==> src/rtl/pxblit_pkg.sv <==
package pxblit_pkg;
  typedef enum logic [1:0] {
    ACC_BYTE = 2'b00,
    ACC_HALF = 2'b01,
    ACC_WORD = 2'b10,
    ACC_RSVD = 2'b11
  } acc_size_e;
endpackage

==> src/rtl/pxblit_decode.sv <==
module pxblit_decode #(
  parameter int unsigned BUS_AW     = 32,
  parameter int unsigned DATA_W     = 32,
  parameter int unsigned PIX_AW     = 20,
  parameter int unsigned SRC_W      = 24,
  parameter int unsigned LEN_W      = 5,
  parameter int unsigned ADDR_SHIFT = 3
) (
  input  logic [BUS_AW-1:0] addr,
  input  logic [DATA_W-1:0] data,
  input  logic [1:0]        size,
  output logic [PIX_AW-1:0] dst,
  output logic [PIX_AW-1:0] src,
  output logic [LEN_W:0]    len,
  output logic              fill,
  output logic              word_ok
);
  import pxblit_pkg::*;

  localparam logic [SRC_W-1:0] FILL_MARK = '1;
  localparam int unsigned      TOP_USED  = SRC_W + LEN_W;

  always_comb begin
    dst     = addr[ADDR_SHIFT +: PIX_AW];
    src     = data[PIX_AW-1:0];
    len     = {1'b0, data[SRC_W +: LEN_W]} + (LEN_W+1)'(1);
    fill    = (data[SRC_W-1:0] == FILL_MARK);
    word_ok = (size == ACC_WORD);
  end

  // address and command bits outside the decoded fields carry no meaning
  logic unused_fields;
  assign unused_fields = ^{addr[BUS_AW-1:ADDR_SHIFT+PIX_AW], addr[ADDR_SHIFT-1:0],
                           data[DATA_W-1:TOP_USED]};
endmodule

==> src/rtl/pxblit_colreg.sv <==
module pxblit_colreg #(
  parameter int unsigned DATA_W = 32,
  parameter int unsigned COL_W  = 24
) (
  input  logic              clk,
  input  logic              rst,
  input  logic              we,
  input  logic [DATA_W-1:0] wdata,
  output logic [COL_W-1:0]  col
);
  always_ff @(posedge clk) begin
    if (rst)     col <= '0;
    else if (we) col <= wdata[COL_W-1:0];
  end

  logic unused_col_hi;
  assign unused_col_hi = ^wdata[DATA_W-1:COL_W];
endmodule

==> src/rtl/pxblit_seq.sv <==
module pxblit_seq #(
  parameter int unsigned PIX_AW = 20,
  parameter int unsigned LEN_W  = 5,
  parameter int unsigned COL_W  = 24
) (
  input  logic              clk,
  input  logic              rst,
  input  logic              start,
  input  logic [PIX_AW-1:0] st_dst,
  input  logic [PIX_AW-1:0] st_src,
  input  logic [LEN_W:0]    st_len,
  input  logic              st_fill,
  input  logic              st_deep,
  input  logic              st_raw,
  input  logic [COL_W-1:0]  st_col,
  output logic              busy,
  output logic              done,
  output logic              rd_v,
  output logic [PIX_AW-1:0] rd_addr,
  output logic              s1_v,
  output logic [PIX_AW-1:0] s1_dst,
  output logic              job_fill,
  output logic              job_deep,
  output logic              job_raw,
  output logic [COL_W-1:0]  job_col
);
  logic [PIX_AW-1:0] s0_dst;
  logic [LEN_W:0]    left;
  logic              w_v;

  always_ff @(posedge clk) begin
    if (rst) begin
      busy     <= 1'b0;
      done     <= 1'b0;
      rd_v     <= 1'b0;
      rd_addr  <= '0;
      s0_dst   <= '0;
      left     <= '0;
      s1_v     <= 1'b0;
      s1_dst   <= '0;
      w_v      <= 1'b0;
      job_fill <= 1'b0;
      job_deep <= 1'b0;
      job_raw  <= 1'b0;
      job_col  <= '0;
    end else begin
      done   <= 1'b0;
      s1_v   <= rd_v;
      s1_dst <= s0_dst;
      w_v    <= s1_v;
      if (start) begin
        busy     <= 1'b1;
        rd_v     <= 1'b1;
        rd_addr  <= st_src;
        s0_dst   <= st_dst;
        left     <= st_len - (LEN_W+1)'(1);
        job_fill <= st_fill;
        job_deep <= st_deep;
        job_raw  <= st_raw;
        job_col  <= st_col;
      end else if (rd_v) begin
        if (left == '0) begin
          rd_v <= 1'b0;
        end else begin
          left    <= left - (LEN_W+1)'(1);
          rd_addr <= rd_addr + PIX_AW'(1);
          s0_dst  <= s0_dst + PIX_AW'(1);
        end
      end
      // last write is on the port and nothing is behind it
      if (busy && !rd_v && !s1_v && w_v) begin
        busy <= 1'b0;
        done <= 1'b1;
      end
    end
  end

  assert_done_single_R8: assert property (@(posedge clk) disable iff (rst)
    done |=> !done);
  assert_done_on_fall_R8: assert property (@(posedge clk) disable iff (rst)
    $fell(busy) |-> done);
  assert_read_in_run_R2: assert property (@(posedge clk) disable iff (rst)
    rd_v |-> busy);
endmodule

==> src/rtl/pxblit_wstage.sv <==
module pxblit_wstage #(
  parameter int unsigned W      = 8,
  parameter int unsigned PIX_AW = 20
) (
  input  logic              clk,
  input  logic              rst,
  input  logic              in_v,
  input  logic              en,
  input  logic [PIX_AW-1:0] in_addr,
  input  logic              use_fill,
  input  logic [W-1:0]      fill_word,
  input  logic [W-1:0]      rdata,
  output logic              we,
  output logic [PIX_AW-1:0] waddr,
  output logic [W-1:0]      wdata
);
  always_ff @(posedge clk) begin
    if (rst) begin
      we    <= 1'b0;
      waddr <= '0;
      wdata <= '0;
    end else begin
      we    <= in_v & en;
      waddr <= in_addr;
      wdata <= use_fill ? fill_word : rdata;
    end
  end

  assert_ascending_R2: assert property (@(posedge clk) disable iff (rst)
    (we && $past(we)) |-> (waddr == $past(waddr) + PIX_AW'(1)));
endmodule

==> src/rtl/pxblit_engine.sv <==
module pxblit_engine #(
  parameter int unsigned BUS_AW     = 32,
  parameter int unsigned DATA_W     = 32,
  parameter int unsigned PIX_AW     = 20,
  parameter int unsigned PIX_W      = 8,
  parameter int unsigned WORD_W     = 32,
  parameter int unsigned SRC_W      = 24,
  parameter int unsigned LEN_W      = 5,
  parameter int unsigned ADDR_SHIFT = 3,
  parameter int unsigned COL_W      = 24
) (
  input  logic              clk,
  input  logic              rst,
  input  logic              cmd_valid,
  output logic              cmd_ready,
  input  logic              cmd_write,
  input  logic              cmd_raw,
  input  logic [1:0]        cmd_size,
  input  logic [BUS_AW-1:0] cmd_addr,
  input  logic [DATA_W-1:0] cmd_wdata,
  output logic              rsp_valid,
  output logic [DATA_W-1:0] rsp_rdata,
  input  logic              col_we,
  input  logic [DATA_W-1:0] col_wdata,
  input  logic              deep_mode,
  output logic              busy,
  output logic              done,
  output logic              p8_re,
  output logic [PIX_AW-1:0] p8_raddr,
  input  logic [PIX_W-1:0]  p8_rdata,
  output logic              p8_we,
  output logic [PIX_AW-1:0] p8_waddr,
  output logic [PIX_W-1:0]  p8_wdata,
  output logic              p32_re,
  output logic [PIX_AW-1:0] p32_raddr,
  input  logic [WORD_W-1:0] p32_rdata,
  output logic              p32_we,
  output logic [PIX_AW-1:0] p32_waddr,
  output logic [WORD_W-1:0] p32_wdata,
  output logic              pc_re,
  output logic [PIX_AW-1:0] pc_raddr,
  input  logic [WORD_W-1:0] pc_rdata,
  output logic              pc_we,
  output logic [PIX_AW-1:0] pc_waddr,
  output logic [WORD_W-1:0] pc_wdata
);
  import pxblit_pkg::*;

  logic [PIX_AW-1:0] d_dst, d_src, rd_addr, s1_dst;
  logic [LEN_W:0]    d_len;
  logic              d_fill, d_word_ok;
  logic [COL_W-1:0]  col_now, job_col;
  logic              acc, start, rd_v, s1_v;
  logic              job_fill, job_deep, job_raw;
  logic              rd_copy;
  logic [WORD_W-1:0] fill_wide;

  pxblit_decode #(
    .BUS_AW(BUS_AW), .DATA_W(DATA_W), .PIX_AW(PIX_AW),
    .SRC_W(SRC_W), .LEN_W(LEN_W), .ADDR_SHIFT(ADDR_SHIFT)
  ) u_decode (
    .addr(cmd_addr), .data(cmd_wdata), .size(cmd_size),
    .dst(d_dst), .src(d_src), .len(d_len), .fill(d_fill), .word_ok(d_word_ok)
  );

  pxblit_colreg #(.DATA_W(DATA_W), .COL_W(COL_W)) u_colreg (
    .clk(clk), .rst(rst), .we(col_we), .wdata(col_wdata), .col(col_now)
  );

  assign cmd_ready = ~busy;
  assign acc       = cmd_valid & cmd_ready;
  assign start     = acc & cmd_write & d_word_ok;

  always_ff @(posedge clk) begin
    if (rst) begin
      rsp_valid <= 1'b0;
      rsp_rdata <= '0;
    end else begin
      rsp_valid <= acc & ~cmd_write;
      rsp_rdata <= '0;
    end
  end

  pxblit_seq #(.PIX_AW(PIX_AW), .LEN_W(LEN_W), .COL_W(COL_W)) u_seq (
    .clk(clk), .rst(rst), .start(start),
    .st_dst(d_dst), .st_src(d_src), .st_len(d_len), .st_fill(d_fill),
    .st_deep(deep_mode), .st_raw(cmd_raw), .st_col(col_now),
    .busy(busy), .done(done), .rd_v(rd_v), .rd_addr(rd_addr),
    .s1_v(s1_v), .s1_dst(s1_dst),
    .job_fill(job_fill), .job_deep(job_deep), .job_raw(job_raw), .job_col(job_col)
  );

  assign rd_copy   = rd_v & ~job_fill;
  assign p8_re     = rd_copy;
  assign p32_re    = rd_copy & job_deep;
  assign pc_re     = rd_copy & job_deep & job_raw;
  assign p8_raddr  = rd_addr;
  assign p32_raddr = rd_addr;
  assign pc_raddr  = rd_addr;
  assign fill_wide = WORD_W'(job_col);

  pxblit_wstage #(.W(PIX_W), .PIX_AW(PIX_AW)) u_w8 (
    .clk(clk), .rst(rst), .in_v(s1_v), .en(1'b1), .in_addr(s1_dst),
    .use_fill(job_fill), .fill_word(job_col[PIX_W-1:0]), .rdata(p8_rdata),
    .we(p8_we), .waddr(p8_waddr), .wdata(p8_wdata)
  );

  pxblit_wstage #(.W(WORD_W), .PIX_AW(PIX_AW)) u_w32 (
    .clk(clk), .rst(rst), .in_v(s1_v), .en(job_deep), .in_addr(s1_dst),
    .use_fill(job_fill), .fill_word(fill_wide), .rdata(p32_rdata),
    .we(p32_we), .waddr(p32_waddr), .wdata(p32_wdata)
  );

  pxblit_wstage #(.W(WORD_W), .PIX_AW(PIX_AW)) u_wc (
    .clk(clk), .rst(rst), .in_v(s1_v), .en(job_deep & job_raw), .in_addr(s1_dst),
    .use_fill(job_fill), .fill_word(fill_wide), .rdata(pc_rdata),
    .we(pc_we), .waddr(pc_waddr), .wdata(pc_wdata)
  );

  assert_direct_follows_pix_R4: assert property (@(posedge clk) disable iff (rst)
    p32_we |-> (p8_we && p32_waddr == p8_waddr));
  assert_ctrl_follows_direct_R5: assert property (@(posedge clk) disable iff (rst)
    pc_we |-> (p32_we && pc_waddr == p32_waddr));
  assert_narrow_no_run_R6: assert property (@(posedge clk) disable iff (rst)
    (cmd_valid && cmd_ready && cmd_size != ACC_WORD) |=> !busy);
  assert_read_resp_zero_R7: assert property (@(posedge clk) disable iff (rst)
    (cmd_valid && cmd_ready && !cmd_write) |=> (rsp_valid && rsp_rdata == '0 && !busy));
  assert_idle_quiet_R11: assert property (@(posedge clk) disable iff (rst)
    !busy |-> (!p8_re && !p8_we));
endmodule

==> config.mk <==
export PLATFORM = sky130hd
export DESIGN_NAME = pxblit_engine
export DESIGN_NICKNAME = d
export VERILOG_FILES = /design/src/rtl/pxblit_pkg.sv /design/src/rtl/pxblit_decode.sv /design/src/rtl/pxblit_colreg.sv /design/src/rtl/pxblit_seq.sv /design/src/rtl/pxblit_wstage.sv /design/src/rtl/pxblit_engine.sv
export SDC_FILE = /design/constraint.sdc
export NUM_CORES = 1
export LEC_CHECK = 0
export BUFFER_PORTS_ARGS = -buffer_cell sky130_fd_sc_hd__clkbuf_2
export CORE_AREA = 2 2 164 166
export DETAILED_ROUTE_END_ITERATION = 6
export DIE_AREA = 0 0 166 168
export GPL_TIMING_DRIVEN = 0
export PLACE_DENSITY = 0.61
export SLEW_MARGIN = 20
export SYNTH_ARGS = -nofsm -noshare
export SYNTH_HDL_FRONTEND = slang
export SYNTH_SLANG_ARGS = --single-unit
==> constraint.sdc <==
create_clock -name clk -period 2.4 [get_ports clk]
set_clock_uncertainty 0.15 [all_clocks]
set_input_delay 0.6 -clock clk [delete_from_list [all_inputs] [get_ports clk]]
set_output_delay 0.6 -clock clk [all_outputs]
set_load 0.01 [all_outputs]
# Word level (Yosys, flattened, before mapping)
# Index checks and enable logic that the tools add are counted.
# classes
n_reduce_logical	10
addsub	5
muxes	16
bitwise_logic	13
n_eq_ne	3
# ops
op	n
$mux 20	6
$mux 24	2
$add 20x1->20 const B	2
$eq 24x24->1 const B	1
$mux 6	3
$sub 6x1->6 const B	2
$and 1x1->1	10
$mux 8	1
$add 5x1->6 const B	1
$logic_not 6->1	1
$mux 1	4
$reduce_or 2->1	2
$logic_and 1x1->1	3
$not 1->1	3
$eq 2x2->1 const B	1
$logic_not 1->1	2
$ne 2x2->1 const B	1
$reduce_and 2->1	1
$reduce_bool 2->1	1
# totals
wordCells	70
output_inout_bits	234
inputBits	177
regBits	217

# Longest topological paths before layout
# depth
depth_word	6
ltp_mapped	8
mapped_depth_nobuf	6

# Cells and area by module
# A second synthesis with hierarchy kept.
# hier_totals
hier_cells	1061
hier_area_um2	10550.1
# by_module_without_submodules
mod	area_each_um2	cells_per_inst	seq_area_each_um2	n_inst
pxblit_seq	4291.6	474	1961.9	1
pxblit_wstage at u_w32 ...	1734.2	149	1061.0	2
pxblit_colreg	869.6	77	480.5	1
pxblit_wstage at u_w8	864.6	71	580.6	1
pxblit_engine	629.4	82	20.0	1
pxblit_decode	426.7	59	0.0	1

# Least setup slack after synthesis
# No wires, ideal clock.
# synth_path
kind	flip-flop to flip-flop
from	register u_seq.rd_addr[0]
to	register u_seq.rd_addr[12]
slack_ns	0.225
stages_incl_launch_ff	6
t_arrival_ns	1.934
period_less_slack_ns	2.175
setup_ns	0.091
cell_sequence	dfxtp_1 > ha_1 > nand2_1 > or4_4 > or4_1 > a311oi_1
# synth_via
elab_chain_len	4
# synth_lines
element	line	source
from (decl)	pxblit_seq.sv:19	output logic [PIX_AW-1:0] rd_addr,
from (signal assigned)	pxblit_seq.sv:54	rd_addr <= st_src;
from (signal assigned)	pxblit_seq.sv:66	rd_addr <= rd_addr + PIX_AW'(1);
$add 20x1->20	pxblit_seq.sv:66	
$mux 20	pxblit_seq.sv:62	if (left == '0) begin
$mux 20	pxblit_seq.sv:61	end else if (rd_v) begin
$mux 20	pxblit_seq.sv:51	if (start) begin
# Every way passes these cells. The select of a mux whose other input is x is not followed.
# A chain may end at the register's enable or synchronous reset.

# Worst setup path in the final report
# layout_path
from	register u_seq.left[0]
to	register u_seq.s0_dst[12]
# layout_via
elab_chain_len	3
# layout_lines
element	line	source
from (decl)	pxblit_seq.sv:28	logic [LEN_W:0] left;
from (signal assigned)	pxblit_seq.sv:56	left <= st_len - (LEN_W+1)'(1);
from (signal assigned)	pxblit_seq.sv:65	left <= left - (LEN_W+1)'(1);
$logic_not 6->1	pxblit_seq.sv:62	
$ne 2x2->1 (no source line)	-	
$reduce_and 2->1 (no source line)	-	
to (signal assigned)	pxblit_seq.sv:55	s0_dst <= st_dst;
to (signal assigned)	pxblit_seq.sv:67	s0_dst <= s0_dst + PIX_AW'(1);
to (decl)	pxblit_seq.sv:27	logic [PIX_AW-1:0] s0_dst;
# Every way passes these cells.

==> summary.md <==
| Metric | Value |
|---|---|
| Crit. End Element | register |
| Fraction of post-synthesis cell area in the top cell type by area | between 40% and 50% |
| Clock tree from TritonCTS | built |
| Share of cells above drive strength 1 | a little under two fifths |
| Maximum cell stage delay along the critical path | about 0.53 ns |
| Relative area change from synthesis to final layout | 35.89% |
| Synth Area per Inst | just under 9 um2 |
| Clock input transition at the sequential cells of the worst setup and hold paths | approximately 0.06 ns |
| Launching element type of the critical path | register |
| Number of instances in the synthesized netlist | slightly above 1000 |
| Most instantiated flip-flop cell in the synthesis netlist | sky130_fd_sc_hd__dfxtp_1 |
| Antenna viol nets, final | 0 |
| Area of the mapped netlist | approximately 9000 um2 |
| Footprint of the flip-flops and latches | between 4000 and 5000 um2 |
| Total global routing track utilization | 19.99% |
| Count of nets after finishing | 1613 |
| Power per cell area | approximately 690 nW/um2 |
| Vertical die dimension | around 170 um |
| Buffers plus inverters on the worst setup path | 2 |
| Worst path top cell family by delay | simple AND/OR/NAND/NOR gates |
| I/O Buffers | ~350 |
| Largest voltage drop on the vdd net | between 700 and 800 uV |
| Post-Place Cell Area | between 10000 and 15000 um2 |
| Max-slew headroom at the worst pin | 35.90% |
| Master of the slowest instance on the critical path | sky130_fd_sc_hd__or4_1 |
| Final weighted congestion of routability-driven global placement | 0.8588 |
| CORE AREA | approximately 26000 um2 |
| Starting utilization of the core area | 34.32% |
| Pin count of the biggest net entering global routing | 14 |
| Iteration-0 DRC count of the detailed router | approximately 530 |
| Setup repair after global routing missed its margin | yes |
| Number of register bits inferred by synthesis | between 200 and 250 |
| Leakage power figure | 0.005664 uW |
| Synthesis Warnings | 0 |
| Worst hold slack across all endpoints | about 0.11 ns |
| Most frequent cells after synthesis | 217 x sky130_fd_sc_hd__dfxtp_1, 112 x sky130_fd_sc_hd__buf_4, 106 x sky130_fd_sc_hd__nand2_1 |
| Number of enable flip-flop cells after synthesis | 0 |
| Multi-input gate area in the final layout | about 3700 um2 |
| Largest area contributor in the synthesized netlist | sky130_fd_sc_hd__dfxtp_1 |
| Vias in the first global route | roughly 8000 |
| Detailed Place HPWL | around 22000 um |
| Number of sinks on the clock net | 217 |
| Number of setup violations in the final report | 0 |
| Routed WL | 29320 um |
| Wire length of the first global-routing pass | between 40000 and 50000 um |
| Worst Path Max Fanout | 10 |
| Worst slew pin tran | 0.9557 ns |
| Tcrit/Tclk final | between 90% and 100% |
| Share of flip-flops with an asynchronous set or reset | 0% |
| WS Path Type | register to register |
| Site row count | 60 |
| Io pins | 411 |
| Crit path cell chain | inv_1 > ha_1 > nor2b_1 > buf_4 > a211o_4 > or4_1 > a311oi_2 |
| Maximum level of the CTS H-tree | 1 |
| Pre-Repair DR Iteration Count | 5 |
| Area enclosed by the die boundary | 27890 um2 |
| Width of the chip | 166 um |
| Avg Vias per Cell | between 4 and 5 |
| Leading post-synthesis cells by cell area | sky130_fd_sc_hd__dfxtp_1 48%, sky130_fd_sc_hd__buf_4 9.3%, sky130_fd_sc_hd__a21oi_1 4.9% |
| Portion of the post-synthesis area used by sequential elements | 48.04% |
| Period minus WS final | about 2.4 ns |
| Antenna diode count | 0 |
| Total power of the final layout | approximately 8500 uW |
| Clock latency on the worst-skew pair | between 0.5 and 0.6 ns |
| Most repeated cell in the gate-level netlist after synthesis | sky130_fd_sc_hd__dfxtp_1 |
| Arrival time of data at the critical path endpoint | 2.63 ns |
| Detail-routed net length per standard cell | ~16 um |
| Run status | complete, no violations |
| Number of buffers created by CTS | 25 |
| Clock tree buffer depth | 3 |
| Data required, critical path | between 2 and 3 ns |
| Final hold viol count | 0 |
| Hold crit path type | primary input to register |
| Fillcell total | 2647 |
| Clock root cell | sky130_fd_sc_hd__clkbuf_16 |
| Count of unique library cells instantiated by Yosys | 50 |
| Upper clock frequency limit | around 420 MHz |
| GRT Residual Overflow | 0 |
| Total number of vias | 8482 |
| Number of maximum-capacitance constraint violations | 0 |
| Final Cell Area | between 10000 and 15000 um2 |
| Antenna violations before repair | 0 |
| Cts hold-fix bufs | 0 |
| DRC violations left | 0 |
| Number of pins with negative max-slew slack in the final report | 0 |
==> repair_timing <==
item,in CTS,in global routing
setup endpoints to repair,103,57
buffers inserted,0,0
gates resized for setup,14,20
cloned,0,1
pin swaps,0,1
==> state kept, by name, indices dropped and copies added (netlist names), 6 cells and up <==
signal and flops:
u_wc.waddr 20, u_seq.s1_dst 20, u_wc.wdata 32, u_colreg.col 24, u_w32.wdata 32, u_seq.left 6
u_seq.rd_addr 20, u_seq.s0_dst 20, u_w8.wdata 8, u_seq.job_col 24
==> worst paths after layout <==
path | from | end | slack, ns | depth (start not counted)
hold / removal | cmd_write | rsp_valid | 0.11 | 2
setup / recovery | u_seq.left[0] | u_seq.s0_dst[12] | 0.05 | 7
setup reg to reg | u_seq.left[0] | u_seq.s0_dst[12] | 0.05 | 7
hold reg to reg | u_seq.s1_dst[7] | u_wc.waddr[7] | 0.28 | 1
==> worst reg2reg max path: cells and delay by family, from the launching register on <==
family                   cells  cell delay, ns
AO/OA/AOI/OAI                2            0.63
adder cells (fa/ha/maj)      1            0.20
buffers and inverters        2            0.25
flip-flops                   1            0.37
AND/OR/NAND/NOR              2            0.67
==> cells in the final DEF (no fill, tap or decap), drive strengths merged, types with 3 or more instances in the layout <==
master,count
a31oi,3
clkinv,3
o211ai,3
inv,16
or3,8
nand2,106
nand3,32
conb,32
buf,121
dfxtp,217
mux2i,24
nand2b,57
xnor2,15
o31ai,6
a2111o,6
o21ai,6
nor2,75
nor4,8
a311oi,12
and2,21
nand4,26
or4,7
and3,5
nor2b,40
ha,4
a211oi,28
clkbuf,441
nand4b,3
nor3,11
a21oi,89
==> metrics by stage <==
| stage | cells | util [%] | worst slack [ns] | setup TNS [ns] |
|---|---|---|---|---|
| 3_3_place_gp | 1746 | 43.08 | -0.6622 | -58.33 |
| 6_report | 1791 | 46.63 | 0.04548 | 0 |
| 5_1_grt | 1791 | 46.63 | -0.03944 | -0.08902 |
| 4_1_cts | 1790 | 46.48 | -0.01003 | -0.01974 |
| 2_1_floorplan | 1052 | - | 0.2252 | 0 |
| 3_5_place_dp | 1746 | 43.08 | -0.6270 | -59.93 |
==> metal layers <==
layer,GRT usage [%],wire length (um),up-vias
met5,0,0,-
met4,6.503,873,0
met3,2.844,1959,57
met2,33.52,13780,350
met1,26.62,12700,3912
li1,-,-,4163
==> power by group <==
part           internal (uW)  total, uW  switching [uW]
clock network           2430       3940            1510
logic                    345        754             410
registers               3730       3810            81.0
total                   6510       8510            2000
==> final cells by class <==
class | count | share of cell area, %
clock buffer | 37 | 6.272
timing repair buffer | 353 | 14.38
sequential | 217 | 35.42
buffer | 172 | 8.910
clock inverter | 8 | 0.8044
tap | 341 | 3.472
multi-input combinational | 648 | 30.28
inverter | 15 | 0.4582
==> kinds of logic (layout without fill, tap and decap cells) <==
group | count (synthesis) | count (layout) | synth area share, %
simple gates | 404 | 404 | 22.85
fa+ha+maj | 4 | 4 | 0.5535
buf+inv | 188 | 585 | 12.49
mux | 24 | 24 | 2.657
compound gates | 166 | 167 | 11.72
flops | 217 | 217 | 48.04
xor+xnor | 17 | 17 | 1.647
other cells | 1 | 32 | 0.04147
Note: power is estimated with default switching activity, not from simulation.
